--- config.mk ---
export PLATFORM = sky130hd
export DESIGN_NAME = nrd_readout
export DESIGN_NICKNAME = d
export VERILOG_FILES = /design/src/rtl/nrd_pkg.sv /design/src/rtl/nrd_buffer.sv /design/src/rtl/nrd_id_rom.sv /design/src/rtl/nrd_loader.sv /design/src/rtl/nrd_readout.sv
export SDC_FILE = /design/constraint.sdc
export NUM_CORES = 1
export LEC_CHECK = 0
export ABC_CLOCK_PERIOD_IN_PS = 3500
export BUFFER_PORTS_ARGS = -buffer_cell sky130_fd_sc_hd__buf_2
export CAP_MARGIN = 15
export CELL_PAD_IN_SITES_DETAIL_PLACEMENT = 1
export CELL_PAD_IN_SITES_GLOBAL_PLACEMENT = 1
export CORE_ASPECT_RATIO = 0.7
export CORE_MARGIN = 3
export CORE_UTILIZATION = 50
export CTS_BUF_LIST = sky130_fd_sc_hd__clkbuf_8 sky130_fd_sc_hd__clkbuf_16
export DETAILED_ROUTE_END_ITERATION = 8
export MAX_ROUTING_LAYER = met4
export PLACE_DENSITY_LB_ADDON = 0.1
export SYNTH_ARGS = -nofsm -noshare
export SYNTH_HDL_FRONTEND = slang
export SYNTH_SLANG_ARGS = --single-unit
--- constraint.sdc ---
create_clock -name clk -period 3.5 [get_ports clk]
set_clock_uncertainty 0.2 [all_clocks]
set_input_delay 0.175 -clock clk [delete_from_list [all_inputs] [get_ports clk]]
set_output_delay 0.175 -clock clk [all_outputs]
set_load 0.01 [all_outputs]
--- src/rtl/nrd_pkg.sv ---
package nrd_pkg;

   typedef enum logic [1:0] {
      CMD_PAGE   = 2'b00,
      CMD_ID     = 2'b01,
      CMD_STATUS = 2'b10,
      CMD_OTHER  = 2'b11
   } nrd_cmd_e;

   typedef enum logic {
      ST_IDLE = 1'b0,
      ST_FILL = 1'b1
   } nrd_state_e;

   localparam logic [7:0] ID_FILLER   = 8'h51;
   localparam int         ID_LENGTH   = 4;
   localparam int         SPARE_RATIO = 32;

endpackage

--- src/rtl/nrd_buffer.sv ---
module nrd_buffer #(
   parameter int DEPTH = 66,
   parameter int AW    = 7
) (
   input  logic          clk,
   input  logic          we,
   input  logic [AW-1:0] waddr,
   input  logic [7:0]    wdata,
   input  logic [AW-1:0] raddr,
   output logic [7:0]    rdata
);
   logic [7:0] mem [DEPTH];

   always_ff @(posedge clk) begin
      if (we) mem[waddr] <= wdata;
   end

   assign rdata = (raddr < AW'(DEPTH)) ? mem[raddr] : 8'h00;
endmodule

--- src/rtl/nrd_id_rom.sv ---
module nrd_id_rom
   import nrd_pkg::*;
#(
   parameter logic [7:0] MFR_CODE   = 8'hEC,
   parameter logic [7:0] DEV_CODE   = 8'hA1,
   parameter bit         LARGE_PAGE = 1'b1,
   parameter bit         BUS16      = 1'b0
) (
   input  logic [1:0] idx,
   output logic [7:0] id_byte
);
   logic [7:0] geom;

   if (LARGE_PAGE) begin : g_large
      if (BUS16) begin : g_wide
         assign geom = 8'h55;
      end else begin : g_narrow
         assign geom = 8'h15;
      end
   end else begin : g_small
      assign geom = 8'hC0;
   end

   always_comb begin
      unique case (idx)
         2'd0:    id_byte = MFR_CODE;
         2'd1:    id_byte = DEV_CODE;
         2'd2:    id_byte = ID_FILLER;
         default: id_byte = geom;
      endcase
   end
endmodule

--- src/rtl/nrd_loader.sv ---
module nrd_loader #(
   parameter int TOTAL = 66,
   parameter int CW    = 7,
   parameter int PW    = 2
) (
   input  logic          clk,
   input  logic          rst_n,
   input  logic          start,
   input  logic [PW-1:0] start_page,
   input  logic          fill_valid,
   output logic          ld_req,
   output logic [PW-1:0] ld_page,
   output logic          wr_en,
   output logic [CW-1:0] wr_idx,
   output logic          done
);
   logic [CW-1:0] cnt;

   always_ff @(posedge clk) begin
      if (!rst_n) begin
         ld_req  <= 1'b0;
         ld_page <= '0;
         cnt     <= '0;
         done    <= 1'b0;
      end else begin
         done <= 1'b0;
         if (start) begin
            ld_req  <= 1'b1;
            ld_page <= start_page;
            cnt     <= '0;
         end else if (ld_req && fill_valid) begin
            cnt <= cnt + 1'b1;
            if (cnt == CW'(TOTAL - 1)) begin
               ld_req <= 1'b0;
               done   <= 1'b1;
            end
         end
      end
   end

   assign wr_en  = ld_req & fill_valid;
   assign wr_idx = cnt;
endmodule

--- src/rtl/nrd_readout.sv ---
module nrd_readout
   import nrd_pkg::*;
#(
   parameter int         PAGE_BYTES = 64,
   parameter int         NUM_PAGES  = 4,
   parameter bit         LARGE_PAGE = 1'b1,
   parameter bit         BUS16      = 1'b0,
   parameter logic [7:0] MFR_CODE   = 8'hEC,
   parameter logic [7:0] DEV_CODE   = 8'hA1,
   localparam int SPARE_BYTES = PAGE_BYTES / SPARE_RATIO,
   localparam int TOTAL_BYTES = PAGE_BYTES + SPARE_BYTES,
   localparam int CW          = $clog2(TOTAL_BYTES),
   localparam int PW          = $clog2(NUM_PAGES)
) (
   input  logic             clk,
   input  logic             rst_n,
   input  logic             cmd_strobe,
   input  logic [1:0]       cmd_kind,
   input  logic [PW+CW-1:0] cmd_addr,
   input  logic [CW-1:0]    cmd_offset,
   input  logic             rd_strobe,
   input  logic             ce_n,
   input  logic             spare_excl,
   input  logic             wp_n,
   input  logic             err_flag,
   output logic [7:0]       io_out,
   output logic             rd_valid,
   output logic             busy,
   output logic             ld_req,
   output logic [PW-1:0]    ld_page,
   input  logic             fill_valid,
   input  logic [7:0]       fill_byte
);
   if (PAGE_BYTES < SPARE_RATIO || (PAGE_BYTES & (PAGE_BYTES - 1)) != 0) begin : g_bad_page
      $error("PAGE_BYTES must be a power of two of at least 32");
   end
   if (NUM_PAGES < 2 || (NUM_PAGES & (NUM_PAGES - 1)) != 0) begin : g_bad_pages
      $error("NUM_PAGES must be a power of two of at least 2");
   end

   localparam logic [CW:0] LIM_MAIN = (CW+1)'(PAGE_BYTES);
   localparam logic [CW:0] LIM_FULL = (CW+1)'(TOTAL_BYTES);

   nrd_state_e    state;
   nrd_cmd_e      mode;
   logic [CW-1:0] col, pend_off, ptr;
   logic [PW-1:0] page;
   logic [CW:0]   remain;
   logic [2:0]    id_idx;

   logic [CW:0]   start_sum, lim, avail;
   logic [7:0]    buf_rd, id_byte, status_byte;
   logic          load_start, fill_done, wr_en;
   logic [CW-1:0] wr_idx;
   logic          rd_take;

   assign busy        = (state == ST_FILL);
   assign rd_take     = (state == ST_IDLE) && rd_strobe && !cmd_strobe;
   assign start_sum   = {1'b0, col} + {1'b0, pend_off};
   assign lim         = spare_excl ? LIM_MAIN : LIM_FULL;
   assign avail       = (start_sum < lim) ? (lim - start_sum) : '0;
   assign load_start  = rd_take && !ce_n && (mode == CMD_PAGE) && (remain == '0);
   assign status_byte = {wp_n, busy, 5'b00000, err_flag};

   nrd_buffer #(.DEPTH(TOTAL_BYTES), .AW(CW)) u_buf (
      .clk   (clk),
      .we    (wr_en),
      .waddr (wr_idx),
      .wdata (fill_byte),
      .raddr (ptr),
      .rdata (buf_rd)
   );

   nrd_id_rom #(
      .MFR_CODE(MFR_CODE), .DEV_CODE(DEV_CODE),
      .LARGE_PAGE(LARGE_PAGE), .BUS16(BUS16)
   ) u_id (
      .idx     (id_idx[1:0]),
      .id_byte (id_byte)
   );

   nrd_loader #(.TOTAL(TOTAL_BYTES), .CW(CW), .PW(PW)) u_ld (
      .clk        (clk),
      .rst_n      (rst_n),
      .start      (load_start),
      .start_page (page),
      .fill_valid (fill_valid),
      .ld_req     (ld_req),
      .ld_page    (ld_page),
      .wr_en      (wr_en),
      .wr_idx     (wr_idx),
      .done       (fill_done)
   );

   always_ff @(posedge clk) begin
      if (!rst_n) begin
         state    <= ST_IDLE;
         mode     <= CMD_OTHER;
         col      <= '0;
         page     <= '0;
         pend_off <= '0;
         ptr      <= '0;
         remain   <= '0;
         id_idx   <= '0;
         io_out   <= 8'h00;
         rd_valid <= 1'b0;
      end else begin
         rd_valid <= 1'b0;
         if (state == ST_IDLE && cmd_strobe) begin
            mode     <= nrd_cmd_e'(cmd_kind);
            col      <= cmd_addr[CW-1:0];
            page     <= cmd_addr[PW+CW-1:CW];
            pend_off <= cmd_offset;
            remain   <= '0;
            id_idx   <= '0;
         end else if (load_start) begin
            state    <= ST_FILL;
            ptr      <= start_sum[CW-1:0];
            remain   <= avail;
            pend_off <= '0;
         end else if (rd_take || (state == ST_FILL && fill_done)) begin
            state    <= ST_IDLE;
            rd_valid <= 1'b1;
            io_out   <= 8'h00;
            if (!ce_n || state == ST_FILL) begin
               unique case (mode)
                  CMD_PAGE: begin
                     if (remain != '0) begin
                        io_out <= buf_rd;
                        ptr    <= ptr + 1'b1;
                        remain <= remain - 1'b1;
                        if (remain == (CW+1)'(1)) begin
                           col  <= '0;
                           page <= page + 1'b1;
                        end else begin
                           col <= col + 1'b1;
                        end
                     end
                  end
                  CMD_ID: begin
                     if (id_idx < 3'(ID_LENGTH)) begin
                        io_out <= id_byte;
                        id_idx <= id_idx + 1'b1;
                     end
                  end
                  CMD_STATUS: io_out <= status_byte;
                  default:    io_out <= 8'h00;
               endcase
            end
         end
      end
   end
endmodule

==> impl_metrics.toml <==
[logic_synthesis]
synth_top_area_frac = 0.657
synth_top_cell_by_area = "edfxtp_1"
synthAdderAreaFrac = 0.0115
ys.flop_type = "edfxtp_1"
yosys_warnings = 0
synth_edf_count = 528
netlist_instances = 1401
ys_top_cells_by_area = "edfxtp_1 (66%), mux4_2 (12%), dfxtp_1 (5.3%)"
synth_most_common_cell = "edfxtp_1"
synthMuxAreaShare = 0.139
synthesis.nets = 1457
synth_seq_area_share = 0.710
ys_types = 68
syn_avg_cell_area_um2 = 17.2
ys_ff_latch = 592
async_flop_share = 0
synth_compound_area_frac = 0.0463
yosys.area_share.xor_xnor = 0.00908
synthSimpleGateAreaFrac = 0.0646
synth_top_family_by_area = "multiplexers"
syn-cell-area_um2 = 24100
synthTopCellsByCount = "edfxtp_1 (528), mux4_2 (124), nor2_1 (109), nand2_1 (84), dfxtp_1 (64)"

[die]
start_util = 0.512
die_height_um = 190
die_w_um = 269
core_um2 = 47100
die_area_um2 = 51000
io_pins = 48
rows = 66

[hold_path]
hp-class = "in2reg"
hold_start = "fill_byte[7]"
hold_end = "u_buf.mem[24][7]$_DFFE_PP_"
hold_depth = 1

[global_routing]
grt.busiest_layer = "met1"
grt.overflow.total = 0
grt_use_total = 0.275
grt_pass1_wl_um = 97800
met1_usage = 0.415
use_met3 = 0.0683
grt_pass1_vias = 14200
grt_max_degree = 67
antenna_found_initial = 2
grt_use_met2 = 0.380

[critical_path]
path_cells = "inv_1, ha_1, nor3b_1, buf_4, and4_1, a211oi_1, o21ai_0, a21oi_1, dlygate4sd3_1"
r2r_slack_ns = 0.20
reg2reg_to = "io_out[0]$_SDFFE_PN0P_"
slowest_stage = "a211oi_1"
r2r_start = "remain[0]$_SDFFE_PP0N_"
cp_max_fo = 8
cp.required_ns = 3.85
crit_family = "compound AO/OA/AOI/OAI gates"
critPathLaunch = "remain[0]$_SDFFE_PP0N_"
arrival_ns = 3.65
timing.critical_path.buf_inv = 3
ff2ff_path_depth = 9
crit_type = "reg2reg"
crit_path_start_kind = "flop"
cp-end-kind = "flop"
crit_path_max_incr_delay_ns = 0.69

[cells_and_area]
syn_to_final_growth_pct = 16.3
diodes = 0
final_util = 0.596
stdcell_count = 2270
drive_above_1_share = 0.233
final_area_um2 = 28100
nets = 1671
nFillCells = 4228

[route]
via_count = 13800
dr.pass1.iters = 5
drc = 0
wl_um = 66100
wire_per_inst_um = 29.1
antenna_left = 0
viasPerCell = 6.09
initialDrtViolationCount = 1450

[pwr]
internal_power_mw = 11.0
power.leakage_nw = 9.20
total_power_mw = 13.9
pwr-share-comb = 0.034
clockPowerShare = 0.410
switching_share = 0.211
power_density_nw_per_um2 = 495
ir_drop_mv = 0.393
pwr-share-seq = 0.556
p_sw_mw = 2.93

[run_status]
status = "completed"

[sta]
setup_viol = 0
fin_tns_setup_ns = 0
maxSlewHeadroom = 0.274
max_freq_mhz = 303
fin_hold_ws_ns = 0.0278
worst_slack_ns = 0.201
max_slew.worst_pin.slew_ns = 1.09
min_period_ns = 3.30
fin_crit_sh = 0.943
finalHoldViolCount = 0
finalMaxSlewViolations = 0
rsz0062_at_grt = "false"

[clocking]
insertion_delay_ns = 0.61
clock_sinks = 592
cts_tree = "done"
cts_buffer_depth = 3
numCtsBuffers = 56
path_clk_slew_ns = 0.06
cts-root-buf = "clkbuf_16"
h-tree-depth = 2

[place]
place_ws_ns = 0.339
dp_hpwl_um = 43400
dp_cells = 2108
port_buffers = 47
gp_congestion = 0.812
placed_area_um2 = 25700

[job]
cap_violations = 0
-- power by group through the flow --
stage / Sequential (mW) / Combinational, mW / Clock, mW
global route: 7.72 / 0.515 / 6.10
floorplan: 7.86 / 0.192 / 0
detailed placement: 7.87 / 0.401 / 0
global placement: 7.87 / 0.387 / 0
CTS: 7.72 / 0.449 / 5.82
finish: 7.72 / 0.469 / 5.70
-- metal layers --
metal / wire length, um / up-vias
li1: - / 5989
met1: 30500 / 7256
met2: 28500 / 493
met3: 5720 / 88
met4: 1340 / 0
met5: 0 / -
-- area by class of cell --
type	instances	area (um2)	area share
multi-input combinational	719	6540	0.233
clock inverter	44	263	0.00936
clock buffer	57	1430	0.0508
timing repair buffer	228	1850	0.0659
tap	612	766	0.0273
inverter	18	67.6	0.00241
sequential	592	17100	0.611
-- placed cells by master, fill, tap and decap left out, types with 16 or more instances in the layout --
cell type / instances
mux4_2: 124
buf_4: 115
clkbuf_16: 57
edfxtp_1: 528
inv_1: 31
a22oi_1: 16
a21oi_1: 43
nand2_1: 84
nor2b_1: 18
buf_2: 47
ha_1: 19
nand3_1: 28
o21ai_0: 31
nor3_1: 17
nor2_1: 109
mux2i_1: 52
dlygate4sd3_1: 57
dfxtp_1: 60
-- logic make-up after synthesis --
group           after synthesis
fa+ha+maj                    21
compound gates              168
simple gates                325
flops                       592
mux                         180
buf+inv                      90
xor+xnor                     25
-- flip-flops by register name, indices dropped and copies added (netlist names), named ones only --
register / flops
u_ld.wr_idx: 7
mode: 2
u_ld.ld_req: 1
u_ld.done: 1
u_ld.ld_page: 2
ptr: 7
page: 2
u_buf.mem: 528
col: 7
id_idx: 3
busy: 1
pend_off: 7
rd_valid: 1
io_out: 8
remain: 8
-- worst max path at each step --
stage	endpoint	depth (start not counted)
2_1_floorplan	remain[7]$_SDFFE_PP0N_	10
3_3_place_gp	io_out[5]$_SDFFE_PN0P_	8
3_5_place_dp	io_out[5]$_SDFFE_PN0P_	8
4_1_cts	io_out[0]$_SDFFE_PN0P_	9
5_1_grt	col[3]$_SDFFE_PN0P_	7
6_report	io_out[0]$_SDFFE_PN0P_	9
-- what timing repair did --
item	CTS	global route
endpoints found under the hold margin	80	82
endpoints found under the setup margin	0	3
setup buffers	0	1
hold buffers	54	3
gates resized for setup	0	2
-- worst reg2reg max path: stages, from the launching register on --
cell,delay (ns)
dfxtp_1,0.36
inv_1,0.09
ha_1,0.25
nor3b_1,0.15
buf_4,0.15
and4_1,0.36
a211oi_1,0.69
o21ai_0,0.27
a21oi_1,0.17
dlygate4sd3_1,0.55
No activity file was read; power rests on OpenSTA's default activity.
